==> config.mk <==
export PLATFORM = sky130hd
export DESIGN_NAME = bus_strobe_gen
export DESIGN_NICKNAME = d
export VERILOG_FILES = /design/src/rtl/bus_strobe_pkg.sv /design/src/rtl/strobe_cfg_regs.sv /design/src/rtl/strobe_encoder.sv /design/src/rtl/strobe_out_reg.sv /design/src/rtl/bus_strobe_gen.sv
export SDC_FILE = /design/constraint.sdc
export NUM_CORES = 1
export LEC_CHECK = 0
export ABC_AREA = 1
export BUFFER_PORTS_ARGS = -buffer_cell sky130_fd_sc_hd__buf_2
export CORE_UTILIZATION = 48
export DETAILED_ROUTE_END_ITERATION = 6
export GPL_ROUTABILITY_DRIVEN = 0
export PLACE_DENSITY = 0.77
export SLEW_MARGIN = 15
export SYNTH_ARGS = -nofsm -noshare
export SYNTH_HDL_FRONTEND = slang
export SYNTH_SLANG_ARGS = --single-unit
==> constraint.sdc <==
create_clock -name clk -period 0.9 [get_ports clk]
set_input_delay 0.045 -clock clk [delete_from_list [all_inputs] [get_ports clk]]
set_output_delay 0.045 -clock clk [all_outputs]
set_load 0.02 [all_outputs]
==> src/rtl/bus_strobe_pkg.sv <==
// Package: shared types for the external bus strobe generator.
// Assumes pin 0 is the read strobe and pins 1 and 2 carry the
// scheme-dependent write or byte-enable strobes.
package bus_strobe_pkg;

    // Strobe selection scheme held in the mode register.
    typedef enum logic {
        SCHEME_SHARED = 1'b0,
        SCHEME_SPLIT  = 1'b1
    } scheme_e;

    // Register select encoding on the configuration port.
    typedef enum logic {
        CFG_PROTECT = 1'b0,
        CFG_MODE    = 1'b1
    } cfg_sel_e;

    // Three active-low strobe pins.
    typedef struct packed {
        logic rd_n;
        logic w0_n;
        logic w1_n;
    } strobe_t;

    // Attributes of one access request.
    typedef struct packed {
        logic write;
        logic word;
        logic a0;
        logic narrow;
    } acc_attr_t;

    localparam strobe_t STROBE_IDLE = '{rd_n: 1'b1, w0_n: 1'b1, w1_n: 1'b1};

endpackage

==> src/rtl/strobe_cfg_regs.sv <==
// Module: protect and mode registers with write-unlock handling.
// A mode write lands only while the unlock bit is set; landing clears
// that bit. Assumes at most one register write per cycle.
module strobe_cfg_regs
    import bus_strobe_pkg::*;
#(
    parameter int DATA_W     = 8,
    parameter int MODE_BIT   = 2,
    parameter int UNLOCK_BIT = 1
) (
    input  logic              clk,
    input  logic              rst_n,
    input  logic              wr_en,
    input  logic              sel,
    input  logic [DATA_W-1:0] wdata,
    output logic [DATA_W-1:0] rdata,
    output logic [DATA_W-1:0] prot_q,
    output logic [DATA_W-1:0] mode_q,
    output scheme_e           scheme,
    output logic              mode_wr_pend
);

    logic prot_hit;
    logic mode_ok;

    // Decode which register a write addresses and whether it may land.
    always_comb begin
        prot_hit     = wr_en && (sel == CFG_PROTECT);
        mode_wr_pend = wr_en && (sel == CFG_MODE);
        mode_ok      = mode_wr_pend && prot_q[UNLOCK_BIT];
    end

    // Protect register: loaded by software, unlock bit consumed by a mode write.
    always_ff @(posedge clk) begin
        if (!rst_n) begin
            prot_q <= '0;
        end else if (prot_hit) begin
            prot_q <= wdata;
        end else if (mode_ok) begin
            prot_q[UNLOCK_BIT] <= 1'b0;
        end
    end

    // Mode register: updated only through an unlocked write.
    always_ff @(posedge clk) begin
        if (!rst_n) begin
            mode_q <= '0;
        end else if (mode_ok) begin
            mode_q <= wdata;
        end
    end

    // Read-back mux and scheme extraction.
    always_comb begin
        rdata  = (sel == CFG_MODE) ? mode_q : prot_q;
        scheme = scheme_e'(mode_q[MODE_BIT]);
    end

endmodule

==> src/rtl/strobe_encoder.sv <==
// Module: combinational map from access attributes and scheme to the
// three strobe levels. Narrow areas always use the shared scheme.
// A word at an odd address yields idle strobes and a misalign flag.
module strobe_encoder
    import bus_strobe_pkg::*;
(
    input  acc_attr_t attr,
    input  scheme_e   scheme,
    output strobe_t   strobe,
    output logic      misalign
);

    // Select the strobe pattern for this request.
    always_comb begin
        strobe   = STROBE_IDLE;
        misalign = attr.word && attr.a0;
        if (!misalign) begin
            if (attr.narrow || scheme == SCHEME_SHARED) begin
                strobe.rd_n = attr.write;
                strobe.w0_n = !attr.write;
                strobe.w1_n = attr.narrow ? 1'b1 : !(attr.word || attr.a0);
            end else if (!attr.write) begin
                strobe.rd_n = 1'b0;
            end else begin
                strobe.w0_n = !(attr.word || !attr.a0);
                strobe.w1_n = !(attr.word || attr.a0);
            end
        end
    end

endmodule

==> src/rtl/strobe_out_reg.sv <==
// Module: output register stage. Loads the encoded strobes when a
// request fires, otherwise returns every strobe to inactive.
module strobe_out_reg
    import bus_strobe_pkg::*;
(
    input  logic    clk,
    input  logic    rst_n,
    input  logic    fire,
    input  strobe_t strobe_d,
    input  logic    misalign_d,
    output strobe_t strobe_q,
    output logic    misalign_q
);

    // Register strobes and misalign flag once per cycle.
    always_ff @(posedge clk) begin
        if (!rst_n) begin
            strobe_q   <= STROBE_IDLE;
            misalign_q <= 1'b0;
        end else if (fire) begin
            strobe_q   <= strobe_d;
            misalign_q <= misalign_d;
        end else begin
            strobe_q   <= STROBE_IDLE;
            misalign_q <= 1'b0;
        end
    end

endmodule

==> src/rtl/bus_strobe_gen.sv <==
// Module: top of the external bus strobe generator. Accepts one
// request per cycle, stalls it while a mode write is in flight, and
// drives registered active-low strobes one clock later.
module bus_strobe_gen
    import bus_strobe_pkg::*;
#(
    parameter int DATA_W     = 8,
    parameter int MODE_BIT   = 2,
    parameter int UNLOCK_BIT = 1
) (
    input  logic              clk,
    input  logic              rst_n,
    input  logic              cfg_wr_en,
    input  logic              cfg_sel,
    input  logic [DATA_W-1:0] cfg_wdata,
    output logic [DATA_W-1:0] cfg_rdata,
    input  logic              acc_req,
    input  logic              acc_write,
    input  logic              acc_word,
    input  logic              acc_a0,
    input  logic              acc_narrow,
    output logic              acc_stall,
    output logic              strobe_rd_n,
    output logic              strobe_w0_n,
    output logic              strobe_w1_n,
    output logic              acc_misalign
);

    logic [DATA_W-1:0] cfg_prot_q;
    logic [DATA_W-1:0] cfg_mode_q;
    scheme_e           scheme;
    logic              mode_wr_pend;
    acc_attr_t         attr;
    strobe_t           strobe_d;
    strobe_t           strobe_q;
    logic              misalign_d;
    logic              fire;

    strobe_cfg_regs #(
        .DATA_W    (DATA_W),
        .MODE_BIT  (MODE_BIT),
        .UNLOCK_BIT(UNLOCK_BIT)
    ) u_regs (
        .clk         (clk),
        .rst_n       (rst_n),
        .wr_en       (cfg_wr_en),
        .sel         (cfg_sel),
        .wdata       (cfg_wdata),
        .rdata       (cfg_rdata),
        .prot_q      (cfg_prot_q),
        .mode_q      (cfg_mode_q),
        .scheme      (scheme),
        .mode_wr_pend(mode_wr_pend)
    );

    // Gather request attributes and decide whether the request fires.
    always_comb begin
        attr      = '{write: acc_write, word: acc_word, a0: acc_a0, narrow: acc_narrow};
        acc_stall = acc_req && mode_wr_pend;
        fire      = acc_req && !mode_wr_pend;
    end

    strobe_encoder u_enc (
        .attr    (attr),
        .scheme  (scheme),
        .strobe  (strobe_d),
        .misalign(misalign_d)
    );

    strobe_out_reg u_out (
        .clk       (clk),
        .rst_n     (rst_n),
        .fire      (fire),
        .strobe_d  (strobe_d),
        .misalign_d(misalign_d),
        .strobe_q  (strobe_q),
        .misalign_q(acc_misalign)
    );

    // Break the registered strobe struct out onto the pins.
    always_comb begin
        strobe_rd_n = strobe_q.rd_n;
        strobe_w0_n = strobe_q.w0_n;
        strobe_w1_n = strobe_q.w1_n;
    end

endmodule

==> results of run 1 <==
[registers in the layout, summed over array words and instances, names as in the netlist]
register and count:
u_out.misalign_q 1, u_regs.mode_q 8, u_regs.prot_q 8, u_out.strobe_q 3
[per-layer routing]
layer	GRT usage (%)	share of wire (%)
met1	30.8	40
met2	44.3	53
met3	2.80	5.1
met4	10.9	1.7
met5	0	0
[where the power goes]
group,internal [mW],switching [mW],leakage [nW]
Sequential,0.921,0.0151,0.168
Clock,0.450,0.303,0.0279
Combinational,0.162,0.192,0.502
Total,1.53,0.509,0.698
[kinds of logic (layout without fill, tap and decap cells)]
family | Yosys count | after routing | synth area share, %
AOI/OAI and AO/OA | 16 | 16 | 9.04
buffers and inverters | 19 | 73 | 10.2
DFF | 20 | 20 | 45.2
and+or+nand+nor | 76 | 77 | 35.6
[area by class of cell]
class | count | area [µm²] | share of cell area, %
Clock buffer | 3 | 22.5 | 1.57
Clock inverter | 1 | 30.0 | 2.10
Inverter | 16 | 60.1 | 4.20
Multi-Input combinational cell | 93 | 464 | 32.5
Sequential cell | 20 | 413 | 28.9
Tap cell | 25 | 31.3 | 2.19
Timing Repair Buffer | 53 | 409 | 28.6
[placed cells by master, fill, tap and decap left out, types with 2 or more instances in the layout]
| cell | netlist | layout |
|---|---|---|
| buf_6 | 1 | 7 |
| nand2_1 | 33 | 27 |
| o21ai_1 | 9 | 4 |
| nor2_2 | 0 | 2 |
| inv_1 | 14 | 8 |
| nor2_1 | 37 | 34 |
| nand3_4 | 1 | 2 |
| clkbuf_4 | 0 | 3 |
| nand2_2 | 3 | 9 |
| o21ai_0 | 6 | 6 |
| inv_2 | 2 | 8 |
| dlygate4sd3_1 | 0 | 10 |
| buf_2 | 1 | 21 |
| buf_4 | 0 | 14 |
| dfxtp_1 | 20 | 10 |
| dfxtp_2 | 0 | 10 |
| o21ai_2 | 0 | 5 |
| nor2_4 | 1 | 2 |
[through the flow]
step / power, mW / util (%) / cell area [µm²] / setup WS [ns]
4_1_cts: 1.99 / 77.2 / 1330 / -0.155
2_1_floorplan: 1.09 / - / 886 / 0.0536
5_1_grt: 2.10 / 82.8 / 1430 / -0.175
3_3_place_gp: 1.19 / 62.2 / 1070 / 0.0695
3_5_place_dp: 1.20 / 62.2 / 1070 / 0.0220
6_report: 2.04 / 82.8 / 1430 / -0.142
[how the worst max path moves through the flow]
stage | startpoint | slack, ns | endpoint
floorplan | u_regs.prot_q[1]$_SDFFE_PN0P_ | 0.05 | u_regs.mode_q[0]$_SDFFE_PN0P_
global placement | u_regs.prot_q[1]$_SDFFE_PN0P_ | 0.07 | u_regs.mode_q[2]$_SDFFE_PN0P_
detailed placement | u_regs.prot_q[1]$_SDFFE_PN0P_ | 0.02 | u_regs.mode_q[1]$_SDFFE_PN0P_
CTS | u_regs.prot_q[1]$_SDFFE_PN0P_ | -0.16 | cfg_rdata[1]
global route | u_regs.prot_q[1]$_SDFFE_PN0P_ | -0.18 | cfg_rdata[1]
finish | u_regs.prot_q[1]$_SDFFE_PN0P_ | -0.14 | cfg_rdata[1]
[worst register-to-register path: stages, from the launching register on]
cell	delay (ns)
dfxtp_2	0.36
buf_4	0.14
nand3_4	0.15
nor2_1	0.15
nor2_1	0.06
[repair_timing]
| action | in CTS | in global routing |
|---|---|---|
| buffers inserted | 8 | 2 |
| endpoints found under the hold margin | 12 | 0 |
| hold buffers | 10 | 0 |
| pin swaps | 8 | 4 |
| setup endpoints to repair | 9 | 23 |
| cloned | 1 | 0 |
| resized for setup | 17 | 31 |
==> flow_summary.yaml, run 1 <==
outcome:
  status: "finished, violations left"
  violations: "negative setup slack"
synth:
  ys.flop_type: "dfxtp_1"
  synthesis.nets: 148
  synth_commonest_cells: "37 x nor2_1, 33 x nand2_1, 20 x dfxtp_1, 14 x inv_1, 9 x o21ai_1"
  synth_edf_count: 0
  netlist_area_um2: 886
  synth.most_common_cell: "nor2_1"
  ys_warn_count: 0
  synth-seq-area-share_pct: 45.2
  ys_ff_latch: 20
  syn_inst: 131
  synth_area_leaders: "dfxtp_1 45%, nor2_1 16%, nand2_1 14%"
  yosysTopAreaCell: "dfxtp_1"
  ys_types: 15
  syn_area_per_cell_um2: 6.76
  async_flop_share_pct: 0
  synth_top_area_share_pct: 45.2
timing:
  slew_headroom_pct: 84.7
  hold_violations: 0
  worst_pin_slew_ns: 0.228
  holdWs_ns: 0.00548
  timing.setup.tns_ns: -1.02
  min_period_ns: 1.04
  final.period_utilization_pct: 116
  fmax_ghz: 0.960
  fin_ws_ns: -0.142
  skew_ns: 0.00939
  rsz0062_at_grt: "yes"
  drv_slew: 0
  setup-violations-final: 14
worst_setup_path:
  critPathBufInv: 2
  start_kind: "flip-flop"
  r2r-end: "u_regs.mode_q[2]$_SDFFE_PN0P_"
  crit_fanout: 2
  crit_family: "flip-flops"
  max_stage_delay_ns: 0.35
  critical_path_class: "reg -> out"
  crit_path_end_kind: "output port"
  rr_startpoint: "u_regs.prot_q[1]$_SDFFE_PN0P_"
  path_cells: "buf_6 -> nand2_2 -> o21ai_2 -> buf_6"
  critPathSlowestCell: "dfxtp_2"
  worstPathArrival_ns: 1.00
  cp_common_cell: "buf_6"
  worst_ep_required_time_ns: 0.85
  r2r_cells: 4
  cp.depth: 4
  r2r_slack_ns: -0.06
power_and_ir_drop:
  irDropWorstVdd_uv: 1060
  p_per_area_mw_per_mm2: 1430
  leakage_nw: 0.698
floorplan:
  dieArea_mm2: 0.00202
  start_util_pct: 51.3
  die_y_um: 45.0
  core_area_mm2: 0.00173
  rows: 15
  die_w_um: 45.0
  io_pins: 30
place:
  portBuffers: 29
  dp_hpwl_mm: 1.35
  dpl.cell_count: 186
clock_network:
  htreeDepth: 1
  cts_tree: "built"
  cts_sinks: 20
  clkTransAtPathRegs_ns: 0.13
  cts_buffer_depth: 2
  clk_latency_ns: 0.31
  root_buffer: "clkbuf_4"
  numCtsBuffers: 3
min_path:
  hold_depth: 3
  hold_path_class: "in -> reg"
  hp-start: "acc_req"
  hold_path_end: "u_out.misalign_q$_SDFF_PN0_"
layout:
  diodes: 0
  syn2layout_area_growth_pct: 61.4
  drive_gt1_share_pct: 46.2
  layoutNonFillerInstCount: 211
  filler_cell_count: 102
  finalNetCount: 204
detailed_routing:
  avgViaCountPerCell: 4.81
  num_vias: 1014
  wl_per_cell_um: 12.1
  drc: 0
  firstDrtPassIters: 4
  drt-initial-drc-count: 36
  ant_nets: 0
  drt-total-wl_mm: 2.55
global_route:
  grt_max_degree: 16
  antenna_found_initial: 0
  grt_pass1_vias: 900
  grt_remaining_overflow: 0
  grt_first_pass_wirelength_mm: 3.74
  grt_use_total_pct: 25.2
run:
  maxCapViolCount: 0
(Power assumes the default switching activity.)
==> inputs of run 2 (changes only) <==
CORE_UTILIZATION = 50   (was 48)
CTS_BUF_LIST = sky130_fd_sc_hd__clkbuf_4   (was default)
PLACE_DENSITY = 0.79   (was 0.77)
==> flow_summary.yaml, run 2 (same netlist as run 1, synthesis figures left out) <==
worst_setup_path:
  crit_fanout: 2
  critical_path_class: "reg -> out"
  start_kind: "flip-flop"
  worstPathArrival_ns: 0.95
  crit_path_end_kind: "output port"
  worst_ep_required_time_ns: 0.85
detailed_routing:
  avgViaCountPerCell: 4.96
  wl_per_cell_um: 11.7
  firstDrtPassIters: 6
  drc: 2
  ant_nets: 0
  num_vias: 962
  drt-initial-drc-count: 18
  drt-total-wl_mm: 2.27
floorplan:
  die_w_um: 44.1
  die_y_um: 44.1
  core_area_mm2: 0.00158
  dieArea_mm2: 0.00194
  rows: 14
  start_util_pct: 56.2
  io_pins: 30
timing:
  rsz0062_at_grt: "yes"
  slew_headroom_pct: 84.8
  fmax_ghz: 1.00
  final.period_utilization_pct: 111
  worst_pin_slew_ns: 0.228
  hold_violations: 1
  fin_ws_ns: -0.0955
  holdWs_ns: -0.00478
  drv_slew: 0
  min_period_ns: 0.996
  skew_ns: 0.00123
  setup-violations-final: 8
layout:
  top_regs: "u_regs.mode_q x8, u_regs.prot_q x8, u_out.strobe_q x3"
  diodes: 0
  syn2layout_area_growth_pct: 49.3
  final_common_cell: "nor2_1"
  finalNetCount: 196
  layout_common_cells: "33 x nor2_1, 29 x nand2_1, 21 x buf_2"
  drive_gt1_share_pct: 43.3
  postLayoutCellArea_mm2: 0.00132
clock_network:
  root_buffer: "clkbuf_4"
  cts_sinks: 20
  cts_buffer_depth: 2
  cts_tree: "built"
  clkTransAtPathRegs_ns: 0.11
  numCtsBuffers: 3
  clk_latency_ns: 0.29
  htreeDepth: 1
global_route:
  grt_use_total_pct: 24.9
  grt_remaining_overflow: 0
  grt_max_degree: 12
  grt_first_pass_wirelength_mm: 3.60
  grt_pass1_vias: 914
  antenna_found_initial: 0
power_and_ir_drop:
  p_per_area_mw_per_mm2: 1280
  irDropWorstVdd_uv: 1050
  leakage_nw: 0.648
place:
  portBuffers: 29
  place_area_mm2: 0.00107
  post-place-ws_ns: 0.00282
  dp_hpwl_mm: 1.38
min_path:
  hold_path_class: "in -> reg"
outcome:
  status: "finished, violations left"
  violations: "design-rule violations, negative hold slack, negative setup slack"
run:
  maxCapViolCount: 0
run 2: cell types whose count changed in the layout (fill, tap and decap cells not counted), moves of 2 or more:
cell,change
buf_4,-6
dlygate4sd3_1,-2
nand2_1,+2
nand2_2,-2
nor2_2,+2
run 2: cell type report:
| type | instances | area, µm² |
|---|---|---|
| multi-input cells | 93 | 452 |
| flip-flops and latches | 20 | 412 |
| repair buffers | 45 | 353 |
| fillers | 100 | 254 |
| inverters | 16 | 60.1 |
| clock buffers | 3 | 22.5 |
| well taps | 16 | 20.0 |
| clock inverters | 1 | 3.75 |
run 2: where the power goes:
part	total, mW	leakage [nW]	switching, mW	internal, mW
Sequential	0.934	0.168	0.0142	0.920
Clock	0.430	0.0154	0.269	0.161
Combinational	0.333	0.465	0.181	0.151
Total	1.70	0.648	0.464	1.23
run 2: what timing repair did:
item,4_1_cts,5_1_grt
pin swaps,8,3
endpoints found under the setup margin,16,16
cloned,1,0
endpoints found under the hold margin,8,0
setup buffers,5,0
gates resized for setup,21,23
hold buffers,8,0
run 2: worst max-delay path, cell delays in order, from the launching register on:
cell and delay, ns:
dfxtp_2 0.34, inv_2 0.04, o21ai_2 0.15, buf_6 0.13
run 2: final timing paths:
check                                      from                            end  slack [ns]  cells past startpoint
hold reg to reg   u_regs.prot_q[2]$_SDFFE_PN0P_  u_regs.prot_q[2]$_SDFFE_PN0P_        0.49                      2
setup / recovery  u_regs.mode_q[1]$_SDFFE_PN0P_                   cfg_rdata[1]        -0.1                      3
hold / removal                     cfg_wdata[2]  u_regs.mode_q[2]$_SDFFE_PN0P_      -0.005                      3
setup reg to reg  u_regs.prot_q[1]$_SDFFE_PN0P_  u_regs.mode_q[6]$_SDFFE_PN0P_        0.02                      5
run 2: per-stage QoR:
stage               setup TNS [ns]  cells  util [%]  hold slack, ns  power [mW]
CTS                         -0.613    194      80.0        0.000511        1.67
global route                 -1.10    194      83.9          0.0225        1.77
detailed placement               0    176      67.8           0.278        1.21
floorplan                        0    131         -           0.161        1.09
finish                      -0.590    194      83.9        -0.00478        1.70
global placement                 0    176      67.8           0.261        1.20
run 2: metal layers:
metal	global-route usage (%)	part of all wire, %
met1	29.5	40
met2	46.2	56
met3	2.45	3.4
met4	8.48	0.57
met5	0	0
==> inputs of run 3 (changes only) <==
ABC_AREA = default   (was 1)
PLACE_DENSITY = 0.8   (was 0.79)
==> flow_summary.yaml, run 3 <==
outcome:
  status: "finished, violations left"
  violations: "negative setup slack"
timing:
  slew_headroom_pct: 68.4
  setup-violations-final: 16
  hold_violations: 0
  skew_ns: 0.00306
  fmax_ghz: 0.890
  final.period_utilization_pct: 125
  worst_pin_slew_ns: 0.474
  min_period_ns: 1.12
  drv_slew: 0
  timing.setup.tns_ns: -2.11
  rsz0062_at_grt: "yes"
  fin_ws_ns: -0.224
detailed_routing:
  ant_nets: 0
  drt-total-wl_mm: 2.44
  firstDrtPassIters: 4
  avgViaCountPerCell: 5.42
  wl_per_cell_um: 15.9
  drc: 0
  drt-initial-drc-count: 14
  num_vias: 835
layout:
  finalNetCount: 156
  drive_gt1_share_pct: 52.9
  layout_common_cells: "21 x buf_2, 14 x dfxtp_2, 13 x dlygate4sd3_1"
  syn2layout_area_growth_pct: 60.4
  utilization_pct: 88.6
  final_common_cell: "buf_2"
  diodes: 0
  layoutNonFillerInstCount: 154
  top_regs: "u_regs.mode_q x8, u_regs.prot_q x8, u_out.strobe_q x3"
worst_setup_path:
  rr_startpoint: "u_regs.prot_q[1]$_SDFFE_PN0P_"
  startpoint: "u_regs.mode_q[1]$_SDFFE_PN0P_"
  r2r_slack_ns: -0.10
  r2r_cells: 4
  r2r-end: "u_regs.mode_q[1]$_SDFFE_PN0P_"
  start_kind: "flip-flop"
  crit_path_end_kind: "output port"
  worst_ep_required_time_ns: 0.85
  crit_fanout: 2
  critical_path_class: "reg -> out"
  endpoint: "cfg_rdata[1]"
  worstPathArrival_ns: 1.08
synth:
  syn_area_per_cell_um2: 9.67
  synthesis.nets: 105
  async_flop_share_pct: 0
  synth.most_common_cell: "dfxtp_1"
  ys_ff_latch: 20
  ys_types: 21
  synth_edf_count: 0
  netlist_area_um2: 851
  synth_commonest_cells: "20 x dfxtp_1, 11 x nand2_1, 9 x nand3_1, 8 x mux2_2, 8 x o21ai_0"
  synth_area_leaders: "dfxtp_1 47%, mux2_2 11%, mux2i_1 8.2%"
  synth_top_area_share_pct: 47.1
  yosysTopAreaCell: "dfxtp_1"
  ys_warn_count: 0
  synth-seq-area-share_pct: 47.1
  syn_inst: 88
  ys.flop_type: "dfxtp_1"
floorplan:
  dieArea_mm2: 0.00187
  io_pins: 30
  core_area_mm2: 0.00154
  die_w_um: 43.3
  rows: 14
  die_y_um: 43.3
  start_util_pct: 55.2
clock_network:
  clk_latency_ns: 0.31
  root_buffer: "clkbuf_4"
  htreeDepth: 1
  cts_tree: "built"
  numCtsBuffers: 3
  cts_buffer_depth: 2
  cts_sinks: 20
  clkTransAtPathRegs_ns: 0.12
global_route:
  antenna_found_initial: 0
  grt_first_pass_wirelength_mm: 3.75
  grt_remaining_overflow: 0
  grt_use_total_pct: 27.5
  grt_pass1_vias: 807
  grt_max_degree: 25
place:
  dp_hpwl_mm: 1.25
  portBuffers: 29
  dpl.cell_count: 132
power_and_ir_drop:
  power_mw: 1.71
  p_per_area_mw_per_mm2: 1250
  irDropWorstVdd_uv: 905
  leakage_nw: 0.605
run:
  maxCapViolCount: 0
min_path:
  hold_path_class: "in -> reg"
## run 3: cell type report
cell class	instances	area [µm²]
Clock buffer	3	22.5
Clock inverter	1	3.75
Fill cell	77	176
Inverter	1	3.75
Multi-Input combinational cell	62	504
Sequential cell	20	418
Tap cell	16	20.0
Timing Repair Buffer	51	393
## run 3: worst max-delay path: stages, from the launching register on
cell     delay [ns]
dfxtp_2        0.35
mux2_2         0.28
buf_6          0.13
## run 3: logic make-up after synthesis
group | count (synthesis) | synth area share, %
compound gates | 13 | 8.97
buf+inv | 7 | 4.26
flops | 20 | 47.1
mux | 15 | 18.8
simple gates | 33 | 20.9
## run 3: worst min path at each step
stage / end / start / depth (start not counted) / slack [ns]
3_3_place_gp: u_out.strobe_q[1]$_SDFF_PP1_ / acc_write / 2 / 0.24
6_report: u_regs.mode_q[1]$_SDFFE_PN0P_ / cfg_wdata[1] / 3 / 0.006
2_1_floorplan: u_out.strobe_q[1]$_SDFF_PP1_ / acc_write / 1 / 0.12
3_5_place_dp: u_out.strobe_q[1]$_SDFF_PP1_ / acc_write / 2 / 0.24
5_1_grt: u_regs.mode_q[1]$_SDFFE_PN0P_ / cfg_wdata[1] / 3 / -0.004
4_1_cts: u_out.strobe_q[0]$_SDFF_PP1_ / acc_a0 / 2 / 0.00005
## run 3: per-layer routing
metal	up-vias	global-route usage, %	share of wire (%)
li1	408	-	-
met3	7	5.11	4.6
met2	31	45.4	50
met5	-	0	0
met1	389	33.6	43
met4	0	13.9	1.9
## run 3: report_power, final
part / internal (mW) / switching, mW
combinational: 0.169 / 0.152
sequential: 0.913 / 0.0127
clock: 0.163 / 0.299
total: 1.25 / 0.464
## run 3: what timing repair did
item	4_1_cts	5_1_grt
resized for setup	31	18
gates cloned	1	0
endpoints found under the hold margin	11	1
setup endpoints to repair	16	17
setup buffers	3	1
pin swaps	0	2
hold buffers	12	1
## run 3: stage by stage
step	cell area, µm²	worst slack [ns]	hold slack (ns)
2_1_floorplan	851	0.0231	0.117
5_1_grt	1370	-0.257	-0.00357
4_1_cts	1290	-0.186	0.0000533
3_3_place_gp	1020	-0.0174	0.237
3_5_place_dp	1020	-0.0853	0.241
6_report	1370	-0.224	0.00561
